File: src/rtl/ahb_resp_pkg.sv
package ahb_resp_pkg;

  typedef enum logic [1:0] {
    RSP_OKAY  = 2'b00,
    RSP_ERROR = 2'b01,
    RSP_RETRY = 2'b10,
    RSP_SPLIT = 2'b11
  } rsp_e;

  typedef enum logic [1:0] {
    PH_FREE,
    PH_WAIT,
    PH_HOLD,
    PH_LAST
  } phase_e;

endpackage

File: src/rtl/ahb_resp_decide.sv
module ahb_resp_decide
  import ahb_resp_pkg::*;
#(
  parameter int IDX_W = 4,
  parameter int RO_LO = 8,
  parameter int RO_HI = 11
) (
  input  logic             is_write_i,
  input  logic [IDX_W-1:0] idx_i,
  input  logic             busy_i,
  input  logic             split_i,
  output rsp_e             code_o
);

  logic in_window;

  generate
    if (RO_HI >= RO_LO) begin : g_window
      localparam logic [IDX_W-1:0] LO = IDX_W'(RO_LO);
      localparam logic [IDX_W-1:0] HI = IDX_W'(RO_HI);
      assign in_window = (idx_i >= LO) && (idx_i <= HI);
    end else begin : g_open
      logic unused_idx;
      assign unused_idx = ^idx_i;
      assign in_window  = 1'b0;
    end
  endgenerate

  always_comb begin
    if (is_write_i && in_window) begin
      code_o = RSP_ERROR;
    end else if (split_i) begin
      code_o = RSP_SPLIT;
    end else if (busy_i) begin
      code_o = RSP_RETRY;
    end else begin
      code_o = RSP_OKAY;
    end
  end

endmodule

File: src/rtl/ahb_resp_fsm.sv
module ahb_resp_fsm
  import ahb_resp_pkg::*;
#(
  parameter int IDX_W    = 4,
  parameter int MAX_WAIT = 16,
  parameter int WAIT_W   = 5
) (
  input  logic              clk,
  input  logic              rst,
  input  logic              hsel_i,
  input  logic              trans_active_i,
  input  logic              hreadyin_i,
  input  logic              hwrite_i,
  input  logic [IDX_W-1:0]  idx_i,
  input  logic [WAIT_W-1:0] cfg_wait_i,
  input  rsp_e              code_i,
  output logic              dec_write_o,
  output logic [IDX_W-1:0]  dec_idx_o,
  output logic              hready_o,
  output logic [1:0]        hresp_o,
  output logic              mem_we_o,
  output logic [IDX_W-1:0]  mem_widx_o,
  output logic              mem_re_o
);

  localparam logic [WAIT_W-1:0] MAX_W = WAIT_W'(MAX_WAIT);
  localparam logic [WAIT_W-1:0] ONE_W = WAIT_W'(1);

  phase_e            ph_q, ph_d;
  rsp_e              rsp_q, rsp_d;
  logic              rdy_q, rdy_d;
  logic [WAIT_W-1:0] cnt_q, cnt_d;
  logic              wr_q, wr_d;
  logic [IDX_W-1:0]  idx_q, idx_d;
  logic              pend_q, pend_d;
  logic [WAIT_W-1:0] wait_eff;
  logic              accept;
  logic              settle;

  assign wait_eff = (cfg_wait_i > MAX_W) ? MAX_W : cfg_wait_i;
  assign accept   = hsel_i && trans_active_i && hreadyin_i &&
                    ((ph_q == PH_FREE) || (ph_q == PH_LAST));

  assign dec_write_o = (ph_q == PH_WAIT) ? wr_q  : hwrite_i;
  assign dec_idx_o   = (ph_q == PH_WAIT) ? idx_q : idx_i;

  always_comb begin
    ph_d   = ph_q;
    rdy_d  = rdy_q;
    rsp_d  = rsp_q;
    cnt_d  = cnt_q;
    wr_d   = wr_q;
    idx_d  = idx_q;
    pend_d = 1'b0;
    settle = 1'b0;
    case (ph_q)
      PH_FREE, PH_LAST: begin
        if (accept) begin
          wr_d  = hwrite_i;
          idx_d = idx_i;
          if (wait_eff == '0) begin
            settle = 1'b1;
          end else begin
            ph_d  = PH_WAIT;
            rdy_d = 1'b0;
            rsp_d = RSP_OKAY;
            cnt_d = wait_eff - ONE_W;
          end
        end else begin
          ph_d  = PH_FREE;
          rdy_d = 1'b1;
          rsp_d = RSP_OKAY;
        end
      end
      PH_WAIT: begin
        if (cnt_q == '0) begin
          settle = 1'b1;
        end else begin
          cnt_d = cnt_q - ONE_W;
        end
      end
      PH_HOLD: begin
        ph_d  = PH_LAST;
        rdy_d = 1'b1;
      end
      default: begin
        ph_d = PH_FREE;
      end
    endcase
    if (settle) begin
      if (code_i == RSP_OKAY) begin
        ph_d   = PH_LAST;
        rdy_d  = 1'b1;
        rsp_d  = RSP_OKAY;
        pend_d = dec_write_o;
      end else begin
        ph_d  = PH_HOLD;
        rdy_d = 1'b0;
        rsp_d = code_i;
      end
    end
  end

  always_ff @(posedge clk) begin
    if (rst) begin
      ph_q   <= PH_FREE;
      rsp_q  <= RSP_OKAY;
      rdy_q  <= 1'b1;
      cnt_q  <= '0;
      wr_q   <= 1'b0;
      idx_q  <= '0;
      pend_q <= 1'b0;
    end else begin
      ph_q   <= ph_d;
      rsp_q  <= rsp_d;
      rdy_q  <= rdy_d;
      cnt_q  <= cnt_d;
      wr_q   <= wr_d;
      idx_q  <= idx_d;
      pend_q <= pend_d;
    end
  end

  assign hready_o   = rdy_q;
  assign hresp_o    = rsp_q;
  assign mem_we_o   = pend_q && (ph_q == PH_LAST);
  assign mem_widx_o = idx_q;
  assign mem_re_o   = accept;

  // Run length of consecutive low-ready cycles, for the wait bound check
  logic [WAIT_W:0] low_run;
  always_ff @(posedge clk) begin
    if (rst) begin
      low_run <= '0;
    end else if (!rdy_q) begin
      low_run <= low_run + 1'b1;
    end else begin
      low_run <= '0;
    end
  end

  assert_idle_okay_R1: assert property (@(posedge clk) disable iff (rst)
    (hready_o && !accept) |=> (hready_o && hresp_o == 2'b00));

  assert_zero_wait_R3: assert property (@(posedge clk) disable iff (rst)
    (accept && cfg_wait_i == '0 && code_i == RSP_OKAY) |=> hready_o);

  assert_wait_bound_R4: assert property (@(posedge clk) disable iff (rst)
    int'(low_run) <= MAX_WAIT + 1);

  assert_hold_then_done_R5: assert property (@(posedge clk) disable iff (rst)
    (!hready_o && hresp_o != 2'b00) |=> (hready_o && $stable(hresp_o)));

  assert_done_has_hold_R5: assert property (@(posedge clk) disable iff (rst)
    (hready_o && hresp_o != 2'b00) |-> (!$past(hready_o) && $past(hresp_o) == hresp_o));

endmodule

File: src/rtl/ahb_resp_store.sv
module ahb_resp_store #(
  parameter int DATA_W = 32,
  parameter int DEPTH  = 16,
  parameter int IDX_W  = 4,
  parameter bit BYPASS = 1'b1
) (
  input  logic              clk,
  input  logic              rst,
  input  logic              we_i,
  input  logic [IDX_W-1:0]  widx_i,
  input  logic [DATA_W-1:0] wdata_i,
  input  logic              re_i,
  input  logic [IDX_W-1:0]  ridx_i,
  output logic [DATA_W-1:0] rdata_o
);

  logic [DATA_W-1:0] mem [DEPTH];
  logic [DATA_W-1:0] rdata_q;
  logic              fwd;

  always_ff @(posedge clk) begin
    if (we_i) begin
      mem[widx_i] <= wdata_i;
    end
  end

  generate
    if (BYPASS) begin : g_bypass
      assign fwd = we_i && (widx_i == ridx_i);
    end else begin : g_plain
      assign fwd = 1'b0;
    end
  endgenerate

  always_ff @(posedge clk) begin
    if (rst) begin
      rdata_q <= '0;
    end else if (re_i) begin
      rdata_q <= fwd ? wdata_i : mem[ridx_i];
    end
  end

  assign rdata_o = rdata_q;

endmodule

File: src/rtl/ahb_resp_slave.sv
module ahb_resp_slave
  import ahb_resp_pkg::*;
#(
  parameter int ADDR_W   = 32,
  parameter int DATA_W   = 32,
  parameter int DEPTH    = 16,
  parameter int MAX_WAIT = 16,
  parameter int WAIT_W   = $clog2(MAX_WAIT + 1),
  parameter int RO_LO    = 8,
  parameter int RO_HI    = 11
) (
  input  logic              clk,
  input  logic              rst,
  input  logic              hsel_i,
  input  logic [1:0]        htrans_i,
  input  logic              hwrite_i,
  input  logic [ADDR_W-1:0] haddr_i,
  input  logic [DATA_W-1:0] hwdata_i,
  input  logic              hreadyin_i,
  input  logic              busy_i,
  input  logic              split_i,
  input  logic [WAIT_W-1:0] cfg_wait_i,
  output logic              hready_o,
  output logic [1:0]        hresp_o,
  output logic [DATA_W-1:0] hrdata_o
);

  localparam int IDX_W = $clog2(DEPTH);
  localparam int LSB   = $clog2(DATA_W / 8);

  logic [IDX_W-1:0] idx_in;
  logic             dec_write;
  logic [IDX_W-1:0] dec_idx;
  rsp_e             code;
  logic             mem_we;
  logic [IDX_W-1:0] mem_widx;
  logic             mem_re;
  logic             unused_bits;

  assign idx_in      = haddr_i[LSB +: IDX_W];
  assign unused_bits = ^{haddr_i[ADDR_W-1:LSB+IDX_W], haddr_i[LSB-1:0], htrans_i[0]};

  ahb_resp_decide #(
    .IDX_W (IDX_W),
    .RO_LO (RO_LO),
    .RO_HI (RO_HI)
  ) decide_i (
    .is_write_i (dec_write),
    .idx_i      (dec_idx),
    .busy_i     (busy_i),
    .split_i    (split_i),
    .code_o     (code)
  );

  ahb_resp_fsm #(
    .IDX_W    (IDX_W),
    .MAX_WAIT (MAX_WAIT),
    .WAIT_W   (WAIT_W)
  ) fsm_i (
    .clk            (clk),
    .rst            (rst),
    .hsel_i         (hsel_i),
    .trans_active_i (htrans_i[1]),
    .hreadyin_i     (hreadyin_i),
    .hwrite_i       (hwrite_i),
    .idx_i          (idx_in),
    .cfg_wait_i     (cfg_wait_i),
    .code_i         (code),
    .dec_write_o    (dec_write),
    .dec_idx_o      (dec_idx),
    .hready_o       (hready_o),
    .hresp_o        (hresp_o),
    .mem_we_o       (mem_we),
    .mem_widx_o     (mem_widx),
    .mem_re_o       (mem_re)
  );

  ahb_resp_store #(
    .DATA_W (DATA_W),
    .DEPTH  (DEPTH),
    .IDX_W  (IDX_W),
    .BYPASS (1'b1)
  ) store_i (
    .clk     (clk),
    .rst     (rst),
    .we_i    (mem_we),
    .widx_i  (mem_widx),
    .wdata_i (hwdata_i),
    .re_i    (mem_re),
    .ridx_i  (idx_in),
    .rdata_o (hrdata_o)
  );

  assert_write_only_okay_R8: assert property (@(posedge clk) disable iff (rst)
    mem_we |-> (hready_o && hresp_o == 2'b00));

  assert_refused_no_write_R6: assert property (@(posedge clk) disable iff (rst)
    (hready_o && hresp_o != 2'b00) |-> !mem_we);

endmodule

File: config.mk
export PLATFORM = sky130hd
export DESIGN_NAME = ahb_resp_slave
export DESIGN_NICKNAME = d
export VERILOG_FILES = /design/src/rtl/ahb_resp_pkg.sv /design/src/rtl/ahb_resp_decide.sv /design/src/rtl/ahb_resp_fsm.sv /design/src/rtl/ahb_resp_store.sv /design/src/rtl/ahb_resp_slave.sv
export SDC_FILE = /design/constraint.sdc
export NUM_CORES = 1
export LEC_CHECK = 0
export ABC_AREA = 1
export BUFFER_PORTS_ARGS = -buffer_cell sky130_fd_sc_hd__buf_2
export CAP_MARGIN = 30
export CORE_MARGIN = 1.5
export CORE_UTILIZATION = 55
export DETAILED_ROUTE_END_ITERATION = 7
export HOLD_SLACK_MARGIN = 0.02
export PLACE_DENSITY = 0.73
export SETUP_SLACK_MARGIN = 0.3
export SLEW_MARGIN = 20
export SYNTH_ARGS = -nofsm -noshare
export SYNTH_HDL_FRONTEND = slang
export SYNTH_HIERARCHICAL = 1
export SYNTH_SLANG_ARGS = --single-unit
File: constraint.sdc
create_clock -name clk -period 7 [get_ports clk]
set_input_delay 0.7 -clock clk [delete_from_list [all_inputs] [get_ports clk]]
set_output_delay 0.7 -clock clk [all_outputs]
set_load 0.05 [all_outputs]
== After elaboration in Yosys (flattened, before gate mapping) ==
Memories as Yosys holds them, arrays and structs flattened. A register that Yosys moved wholly into a read port is not among the register bits.
Cells that the tools add are included.
Word-level totals
  register bits after elaboration: 16
  bits in latches: 0
  RAM bits: 512
  bits in read-only memories: 0
  bits of input ports: 78
  output and inout bits: 35
  word-level logic and storage cells: 74
  memories kept: 1
Memory list
  store_i.mem: words 16, bits a word 32, read ports 1, clocked after Yosys merged registers in 1, wr ports 1, RTL line ahb_resp_store.sv:17  | logic [DATA_W-1:0] mem [DEPTH];
Cells by class
  add/sub/neg operators: 2
  $mul: 0
  divide/modulo/power cells: 0
  magnitude comparators: 3
  equal/unequal tests: 8
  shift-type cells: 0
  muxes and demuxes: 31
  bitwise operators: 2
  reduce and logical (&&, ||, !) cells: 20
Operators with widths (number)
  $mux W2: 11
  $mux W5: 4
  $mux W1: 11
  $logic_not A5 Y1: 2
  $pmux W5 S2: 1
  $sub A5 B1 Y5 const B: 2
  $logic_and A1 B1 Y1: 6
  $reduce_and A2 Y1: 3
  $gt A5 B5 Y1 const B: 1
  $eq A2 B2 Y1 const B: 2
  $ge A4 B4 Y1 const B: 1
  $le A4 B4 Y1 const B: 1
  $logic_not A2 Y1: 2
  $mux W4: 1
  $ne A2 B2 Y1 const B: 2
  $ne A4 B4 Y1 const B: 1
  $pmux W1 S2: 2
  $pmux W2 S2: 1
  $reduce_and A4 Y1: 1
  $reduce_bool A2 Y1: 2
  $ne A3 B3 Y1 const B: 1
  $reduce_bool A3 Y1: 1
  $reduce_or A3 Y1: 1
  $eq A2 B1 Y1 const B: 1
  other kinds (4): 5

== Logic depth before layout (Yosys ltp) ==
Gate-level depths: netlist (run 1).
  depth after elaboration: 9
  depth in mapped cells: 13

== Hierarchy ==
Netlist (run 1), hierarchy kept.
By module, submodules not included
  ahb_resp_store: instances 1, cells an instance 2043, area an instance 22676.7 µm², sequential area each 16015.4 µm²
  ahb_resp_fsm: instances 1, cells an instance 156, area an instance 1122.3 µm², sequential area each 320.3 µm²
  ahb_resp_decide: instances 1, cells an instance 5, area an instance 22.5 µm², sequential area each 0.0 µm²

== Worst setup path before layout (run 1) ==
OpenSTA, ideal clock, no wires.
  path kind: flip-flop to flip-flop
  start point: register fsm_i.ph_q[0]
  end point: memory store_i.mem[12][0] (enable)
  setup time: 0.421 ns
  arrival time: 2.125 ns
  data required time: 6.579 ns
  slack: 4.453 ns
  stages on the path, launching flop included: 6
  path buffers: 0
  cells stage by stage: dfxtp_1 ha_1 nand2_1 inv_1 nand3_1 nor2_1
On the way
  cells in the longest elaborated chain, start to end: 4
RTL lines
  start: declaration: RTL line ahb_resp_fsm.sv:29  | phase_e ph_q, ph_d;
  start signal: assignment: RTL line ahb_resp_fsm.sv:114  | ph_q <= ph_d;
  $eq A2 B2 Y1: RTL line ahb_resp_fsm.sv:126  | assign mem_we_o = pend_q && (ph_q == PH_LAST);
  $logic_and A1 B1 Y1: RTL line ahb_resp_fsm.sv:126
  via mem_we: RTL line ahb_resp_slave.sv:35  | logic mem_we;
  $mux W1: RTL line ahb_resp_store.sv:22  | if (we_i) begin
  $mux W1 (implied by the code): RTL line ahb_resp_store.sv:23  | mem[widx_i] <= wdata_i;
  end: declaration: RTL line ahb_resp_store.sv:17
The timed path passes the listed nets, and every way through them passes these cells.

==> summary.md, run 1 <==
| Metric | Value |
|---|---|
| Status | `complete, no violations` |
| R2r startpoint | `fsm_i/ph_q[1]$_SDFFE_PP0P_` |
| Core ar. | `approximately 43000 um^2` |
| Most frequent cells in the layout | `nand2_1 (536), edfxtp_1 (512), nand3_1 (272)` |
| DRC Markers | `0` |
| Power Dens Cells | `282 nW/um^2` |
| Worst R2R End | `store_i/mem[7][13]$_DFFE_PP_` |
| DR vias/cell | `5.61` |
| Die Y | `211 um` |
| Drt wl/cell | `between 20 and 25 um` |
| Total CTS buffers | `56` |
| Critical Path Source Type | `input pin` |
| Final Cell Area | `26600 um^2` |
| Clk_lat worst skew | `just over 0.6 ns` |
| Synthesized instance count | `2198` |
| Worst R2R Setup Slack | `4.45 ns` |
| Slew @ Worst Pin | `1.07 ns` |
| Buffer and inverter count on the worst path | `4` |
| # fillers | `about 3200` |
| Crit path max fanout | `124` |
| Top delay family on crit path | `buffers and inverters` |
| Final setup viols | `0` |
| Crit Path Class | `input pin to flop` |
| Hold Path Stages | `2` |
| FMAX | `0.294 GHz` |
| Max IR drop VDD | `0.229 mV` |
| Resize count post-CTS | `0` |
| Row count | `76` |
| Pin count of the biggest net entering global routing | `130` |
| Die area | `44500 um^2` |
| Synthesized area per cell | `10.8 um^2` |
| CP peak stage delay | `0.85 ns` |
| Worst path cell trace | `clkbuf_8 > buf_4 > buf_4 > buf_12 > nand2_1 > nand3_1 > nand3_1 > nand3_1 > nand3_2 > nand2_1 > a21oi_1` |
| Fin nets | `~2300` |
| Hold Vio Cnt, Final | `0` |
| Post-CTS setup repair buffer count | `0` |
| Leak | `between 0.01 and 0.015 uW` |
| CP dominant cell by count | `nand3_1` |
| Initial core utilization | `55.5%` |
| Period utilization | `48.5%` |
| Routed WL | `between 50000 and 60000 um` |
| Critical Path Slowest Stage Cell | `buf_4` |
| Hold EP | `fsm_i/cnt_q[2]$_SDFFE_PP0P_` |
| Area after DPL | `~25000 um^2` |
| CP endpoint kind | `flop` |
| Minimum clock period | `3.40 ns` |
| Most common cell after layout, fill and taps aside | `nand2_1` |
| CTS tree | `done` |
| Placer Congestion | `just over 0.8` |
| Synth-to-Final Area Change | `11.8%` |
| Max Cap Viol | `0` |
| Setup TNS | `0 ns` |
| Initial antenna violation count | `5` |
| Clock slew at reported path FFs | `0.06 ns` |
| Hold Crit Start | `rst` |
| Post-DRT Antenna Nets | `0` |
| RSZ-0062 raised after global routing | `false` |
| Reg2reg path depth | `6` |
| Root Driver | `clkbuf_16` |
| Clock Skew | `0.0276 ns` |
| Clock Path Buffers | `3` |
| Mapped Nets | `between 2000 and 2500` |
| Die width | `approximately 210 um` |
| Sink Count | `560` |
| First-pass GRT wire length | `87400 um` |
| Critical Path AT | `approximately 3.9 ns` |
| Slew HR | `28.9%` |
| H-tree levels | `2` |
| Mapped Area | `approximately 24000 um^2` |
| Worst EP required | `7.46 ns` |
| CTS hold repair buffers | `0` |
| Total gr overflow | `0` |
| I/O pins | `between 100 and 150` |
| TritonRoute pass-1 iters | `6` |
| Final HPWL DP | `29800 um` |
| Synthesis warning total | `6` |
| Vias in the first global route | `15463` |
| DR vias | `16149` |
| Layout cell share with drive strength beyond 1 | `11.7%` |
| Final Max Slew Viols | `0` |
| DR iter-0 viols | `roughly 1900` |
| # port buffers | `83` |
| Gr usage total | `26.1%` |
| Hold WC Path Type | `input pin to flop` |
-- report_power, final --
group | internal [uW] | switching, uW
Combinational | 182 | 504
Sequential | 3690 | 38.7
Clock | 1870 | 1240
-- sequential cells by signal (all words and copies together), names as in the netlist --
name / cells
fsm_i/hresp_o: 2
store_i/mem: 512
fsm_i/pend_q: 1
fsm_i/mem_widx_o: 4
store_i/rdata_o: 32
fsm_i/wr_q: 1
fsm_i/ph_q: 2
fsm_i/hready_o: 1
fsm_i/cnt_q: 5
-- worst max-delay path by stage --
stage	startpoint	end	depth (start not counted)
global placement	haddr_i[2]	store_i/rdata_o[9]$_SDFFE_PP0P_	10
global route	haddr_i[2]	store_i/rdata_o[13]$_SDFFE_PP0P_	12
CTS	haddr_i[2]	store_i/rdata_o[27]$_SDFFE_PP0P_	12
finish	haddr_i[2]	store_i/rdata_o[9]$_SDFFE_PP0P_	11
detailed placement	haddr_i[2]	store_i/rdata_o[9]$_SDFFE_PP0P_	11
floorplan	fsm_i/ph_q[0]$_SDFFE_PP0P_	store_i/mem[12][0]$_DFFE_PP_	5
-- stage by stage --
step	worst slack (ns)	total power [uW]	utilization, %	cells	hold WS (ns)
3_3_place_gp	2.92	4450	57.3	2771	0.462
4_1_cts	3.57	7550	61.9	2878	0.322
5_1_grt	3.29	7740	62.0	2881	0.337
3_5_place_dp	2.98	4470	57.4	2772	0.467
2_1_floorplan	4.45	4280	-	2198	0.463
6_report	3.60	7510	62.0	2881	0.354
-- layout make-up --
cell class / count / area, um^2 / share of cell area, %
clock inverters: 26 / 292 / 1.10
multi-input cells: 1301 / 6070 / 22.8
flip-flops and latches: 560 / 16300 / 61.4
diodes: 1 / 2.50 / 0.00940
well taps: 585 / 732 / 2.75
inverters: 214 / 822 / 3.09
clock buffers: 80 / 1660 / 6.22
repair buffers: 114 / 704 / 2.65
-- routing by layer --
| metal | global-route usage, % | wire length, um | vias up | share of wire, % |
|---|---|---|---|---|
| met3 | 4.97 | 5560 | 130 | 9.6 |
| met5 | 0 | 16 | - | 0.028 |
| met1 | 35.4 | 23100 | 7719 | 40 |
| li1 | - | - | 7517 | - |
| met4 | 9.95 | 1690 | 2 | 2.9 |
| met2 | 41.9 | 27300 | 781 | 47 |
-- worst register-to-register path, stage by stage (launching register included) --
cell and delay, ns:
dfxtp_1 0.36, ha_1 0.16, nand2_1 0.05, inv_1 0.14, nand3_1 0.33, nor2_4 0.75, buf_4 0.44
Note: power is estimated with default switching activity, not from simulation.
==> run 2: changes to the inputs <==
Settings changed: ABC_AREA 1 to 0.
Clock period 7 ns to 3.2 ns, I/O delays scaled along.
==> run 2 against run 1 <==
  * Flip-flop and latch count unchanged
  * Synthesized cell count decreased by 45%
  * First-iteration DRC count decreased by 39%
  * Core utilization increased by 1.4 points
  * Clock skew decreased by 0.0047 ns
  * Power increased by 110%
  * Hold slack got worse by 0.26 ns
  * Register-to-register slack got worse by 3.8 ns
  * Critical endpoint is now store_i/rdata_o[22]$_SDFFE_PP0P_
  * Largest power group unchanged
==> summary.md, run 2 <==
| Metric | Value |
|---|---|
| Die width | `204 um (was 211 um)` |
| I/O pins | `113 (unchanged)` |
| Power Dens Cells | `617 nW/um^2 (was 282 nW/um^2)` |
| Leak | `0.00836 uW (was 0.0105 uW)` |
| Resize count post-CTS | `0 (unchanged)` |
| Setup TNS | `0 ns (unchanged)` |
| Total gr overflow | `0 (unchanged)` |
| Pin count of the biggest net entering global routing | `95 (was 130)` |
| Gr usage total | `24.2% (was 26.1%)` |
| Clock Path Buffers | `3 (unchanged)` |
| Root Driver | `clkbuf_16 (unchanged)` |
| CTS hold repair buffers | `1 (was 0)` |
| Sw power | `3490 uW (was 1780 uW)` |
| Max Cap Viol | `0 (unchanged)` |
| DR iter-0 viols | `1130 (was 1864)` |
| Met1 usage | `32.5% (was 35.4%)` |
| Critical Path Source Type | `flop (was input pin)` |
| Most frequent cells in the layout | `edfxtp_1 (512), mux4_2 (93), mux2i_1 (84) (was nand2_1 (536), edfxtp_1 (512), nand3_1 (272))` |
| Fin nets | `1383 (was 2329)` |
| RSZ-0062 raised after global routing | `false (unchanged)` |
| Largest register FFs | `512 (unchanged)` |
| Post-CTS setup repair buffer count | `0 (unchanged)` |
| Max IR drop VDD | `0.639 mV (was 0.229 mV)` |
| Most common cell after layout, fill and taps aside | `edfxtp_1 (was nand2_1)` |
| Post-DRT Antenna Nets | `0 (unchanged)` |
| GR Util met2 | `40.0% (was 41.9%)` |
| DRC Markers | `0 (unchanged)` |
| First-pass GRT wire length | `73100 um (was 87400 um)` |
| Worst R2R End | `store_i/rdata_o[22]$_SDFFE_PP0P_ (was store_i/mem[7][13]$_DFFE_PP_)` |
| Clock slew at reported path FFs | `0.06 ns (about the same)` |
| Routed WL | `49400 um (was 57600 um)` |
| Final HPWL DP | `26300 um (was 29800 um)` |
| R2r startpoint | `fsm_i/ph_q[0]$_SDFFE_PP0P_ (was fsm_i/ph_q[1]$_SDFFE_PP0P_)` |
| # fillers | `2777 (was 3233)` |
| Core ar. | `39800 um^2 (was 42900 um^2)` |
| Pre-CTS setup slack | `0.707 ns (was 2.98 ns)` |
| H-tree levels | `2 (unchanged)` |
| Hold EP | `store_i/mem[0][11]$_DFFE_PP_ (was fsm_i/cnt_q[2]$_SDFFE_PP0P_)` |
| Clock power share | `40.3% (was 41.3%)` |
| Placer Congestion | `0.777 (was 0.815)` |
| Mapped Area | `22300 um^2 (was 23800 um^2)` |
| FMAX | `0.395 GHz` |
| Hold Path Stages | `1 (was 2)` |
| Vias in the first global route | `11699 (was 15463)` |
| Reg2reg path depth | `8 (was 6)` |
| Final Max Slew Viols | `0 (unchanged)` |
| Synthesized instance count | `1200 (was 2198)` |
| Clk_lat worst skew | `0.61 ns (about the same)` |
| Die Y | `204 um (was 211 um)` |
| Die area | `41800 um^2 (was 44500 um^2)` |
| Slew @ Worst Pin | `0.991 ns (was 1.07 ns)` |
| Most crowded layer after global routing | `met2 (unchanged)` |
| Synthesis warning total | `6 (unchanged)` |
| Final setup viols | `0 (unchanged)` |
| Crit Path Class | `flop to flop (was input pin to flop)` |
| CP endpoint kind | `flop (unchanged)` |
| Hold Crit Start | `hwdata_i[11] (was rst)` |
| Hold WC Path Type | `input pin to flop (unchanged)` |
| WHS | `0.0946 ns (was 0.354 ns)` |
| Area after DPL | `23500 um^2 (was 24600 um^2)` |
| Drt wl/cell | `26.4 um (was 20.0 um)` |
| TritonRoute pass-1 iters | `7 (was 6)` |
| Total power draw | `15600 uW (was 7510 uW)` |
| Crit path max fanout | `22 (was 124)` |
| Post-route setup slack | `0.669 ns (was 3.60 ns)` |
| Period utilization | `79.1%` |
| Most flops, register | `store_i/mem (unchanged)` |
| Initial antenna violation count | `3 (was 5)` |
| Clock Skew | `0.0229 ns (was 0.0276 ns)` |
| Status | `complete, no violations (unchanged)` |
| Sequential power share | `52.0% (was 49.6%)` |
| CTS tree | `done (unchanged)` |
| Row count | `73 (was 76)` |
| P_int | `12100 uW (was 5740 uW)` |
| Comb power frac | `7.7% (was 9.1%)` |
| Total CTS buffers | `54 (was 56)` |
| Initial core utilization | `56.0% (was 55.5%)` |
| Sink Count | `560 (unchanged)` |
| Layout cell share with drive strength beyond 1 | `28.0% (was 11.7%)` |
| # port buffers | `83 (unchanged)` |
| DR vias/cell | `6.26 (was 5.61)` |
| DR vias | `11707 (was 16149)` |
| Met3 layer usage reported by global route | `4.91% (was 4.97%)` |
| Synth-to-Final Area Change | `13.4% (was 11.8%)` |
| Worst R2R Setup Slack | `0.67 ns (was 4.45 ns)` |
| Final Cell Area | `25300 um^2 (was 26600 um^2)` |
| Synthesized area per cell | `18.6 um^2 (was 10.8 um^2)` |
| Worst EP required | `3.67 ns (was 7.46 ns)` |
| Mapped Nets | `1282 (was 2280)` |
| Antenna cells | `0 (was 1)` |
| Slew HR | `33.9% (was 28.9%)` |
| Sw Share | `22.4% (was 23.7%)` |
| Critical Path AT | `3.00 ns (was 3.85 ns)` |
| Hold Vio Cnt, Final | `0 (unchanged)` |
| Minimum clock period | `approximately 2.5 ns` |
==> run 2: cell count changes in the layout (fill, tap and decap cells not counted), sizes merged, moves of 36 or more <==
| cell | delta |
|---|---|
| o21ai | -114 |
| mux2i | +84 |
| nand2 | -499 |
| nand3 | -256 |
| mux4 | +96 |
| a31oi | +36 |
| o211ai | -49 |
| inv | -210 |
| nor2 | -138 |
==> run 2: power groups by stage <==
| stage | Sequential (uW) | Clock (uW) | Combinational [uW] |
|---|---|---|---|
| after CTS | 8100 | 6400 | 1200 |
| after global routing | 8110 | 6670 | 1280 |
| after floorplan | 8410 | 0 | 682 |
| after global placement | 8260 | 0 | 1160 |
| final | 8100 | 6290 | 1200 |
| after detailed placement | 8260 | 0 | 1190 |
==> run 2: how the worst max path moves through the flow <==
stage / startpoint / to / slack (ns)
floorplan: fsm_i/ph_q[1]$_SDFFE_PP0P_ / store_i/mem[1][0]$_DFFE_PP_ / 0.25
global placement: fsm_i/ph_q[1]$_SDFFE_PP0P_ / fsm_i/hready_o$_SDFFE_PP1P_ / 0.79
detailed placement: haddr_i[3] / store_i/rdata_o[29]$_SDFFE_PP0P_ / 0.71
CTS: fsm_i/ph_q[0]$_SDFFE_PP0P_ / store_i/rdata_o[22]$_SDFFE_PP0P_ / 0.70
global route: fsm_i/ph_q[0]$_SDFFE_PP0P_ / store_i/rdata_o[22]$_SDFFE_PP0P_ / 0.52
finish: fsm_i/ph_q[0]$_SDFFE_PP0P_ / store_i/rdata_o[22]$_SDFFE_PP0P_ / 0.67
==> run 2: per-stage QoR <==
stage,utilization [%],cells
2_1_floorplan,-,1200
3_3_place_gp,59.0,1769
4_1_cts,63.5,1870
3_5_place_dp,59.0,1769
6_report,63.5,1870
5_1_grt,63.5,1870
==> run 2: metal layers <==
metal / wire length [um] / up-vias
met5: 38 / -
met1: 19200 / 5984
met2: 24700 / 526
li1: - / 5079
met4: 1360 / 6
met3: 4100 / 112
==> run 2: layout make-up <==
cell class,instances,area (um^2),area share (%)
Tap cell,525,657,2.60
Clock buffer,67,1420,5.62
Timing Repair Buffer,121,893,3.53
Multi-Input combinational cell,560,5610,22.2
Clock inverter,33,340,1.35
Sequential cell,560,16300,64.6
Inverter,4,20.0,0.0792
==> run 2: critical path, stage by stage, from the launching register on <==
cell and delay (ns):
dfxtp_1 0.36, inv_1 0.07, ha_1 0.45, nand4_4 0.26, clkinv_4 0.30, inv_1 0.11, buf_4 0.28, o41ai_1 0.50
a31oi_1 0.07
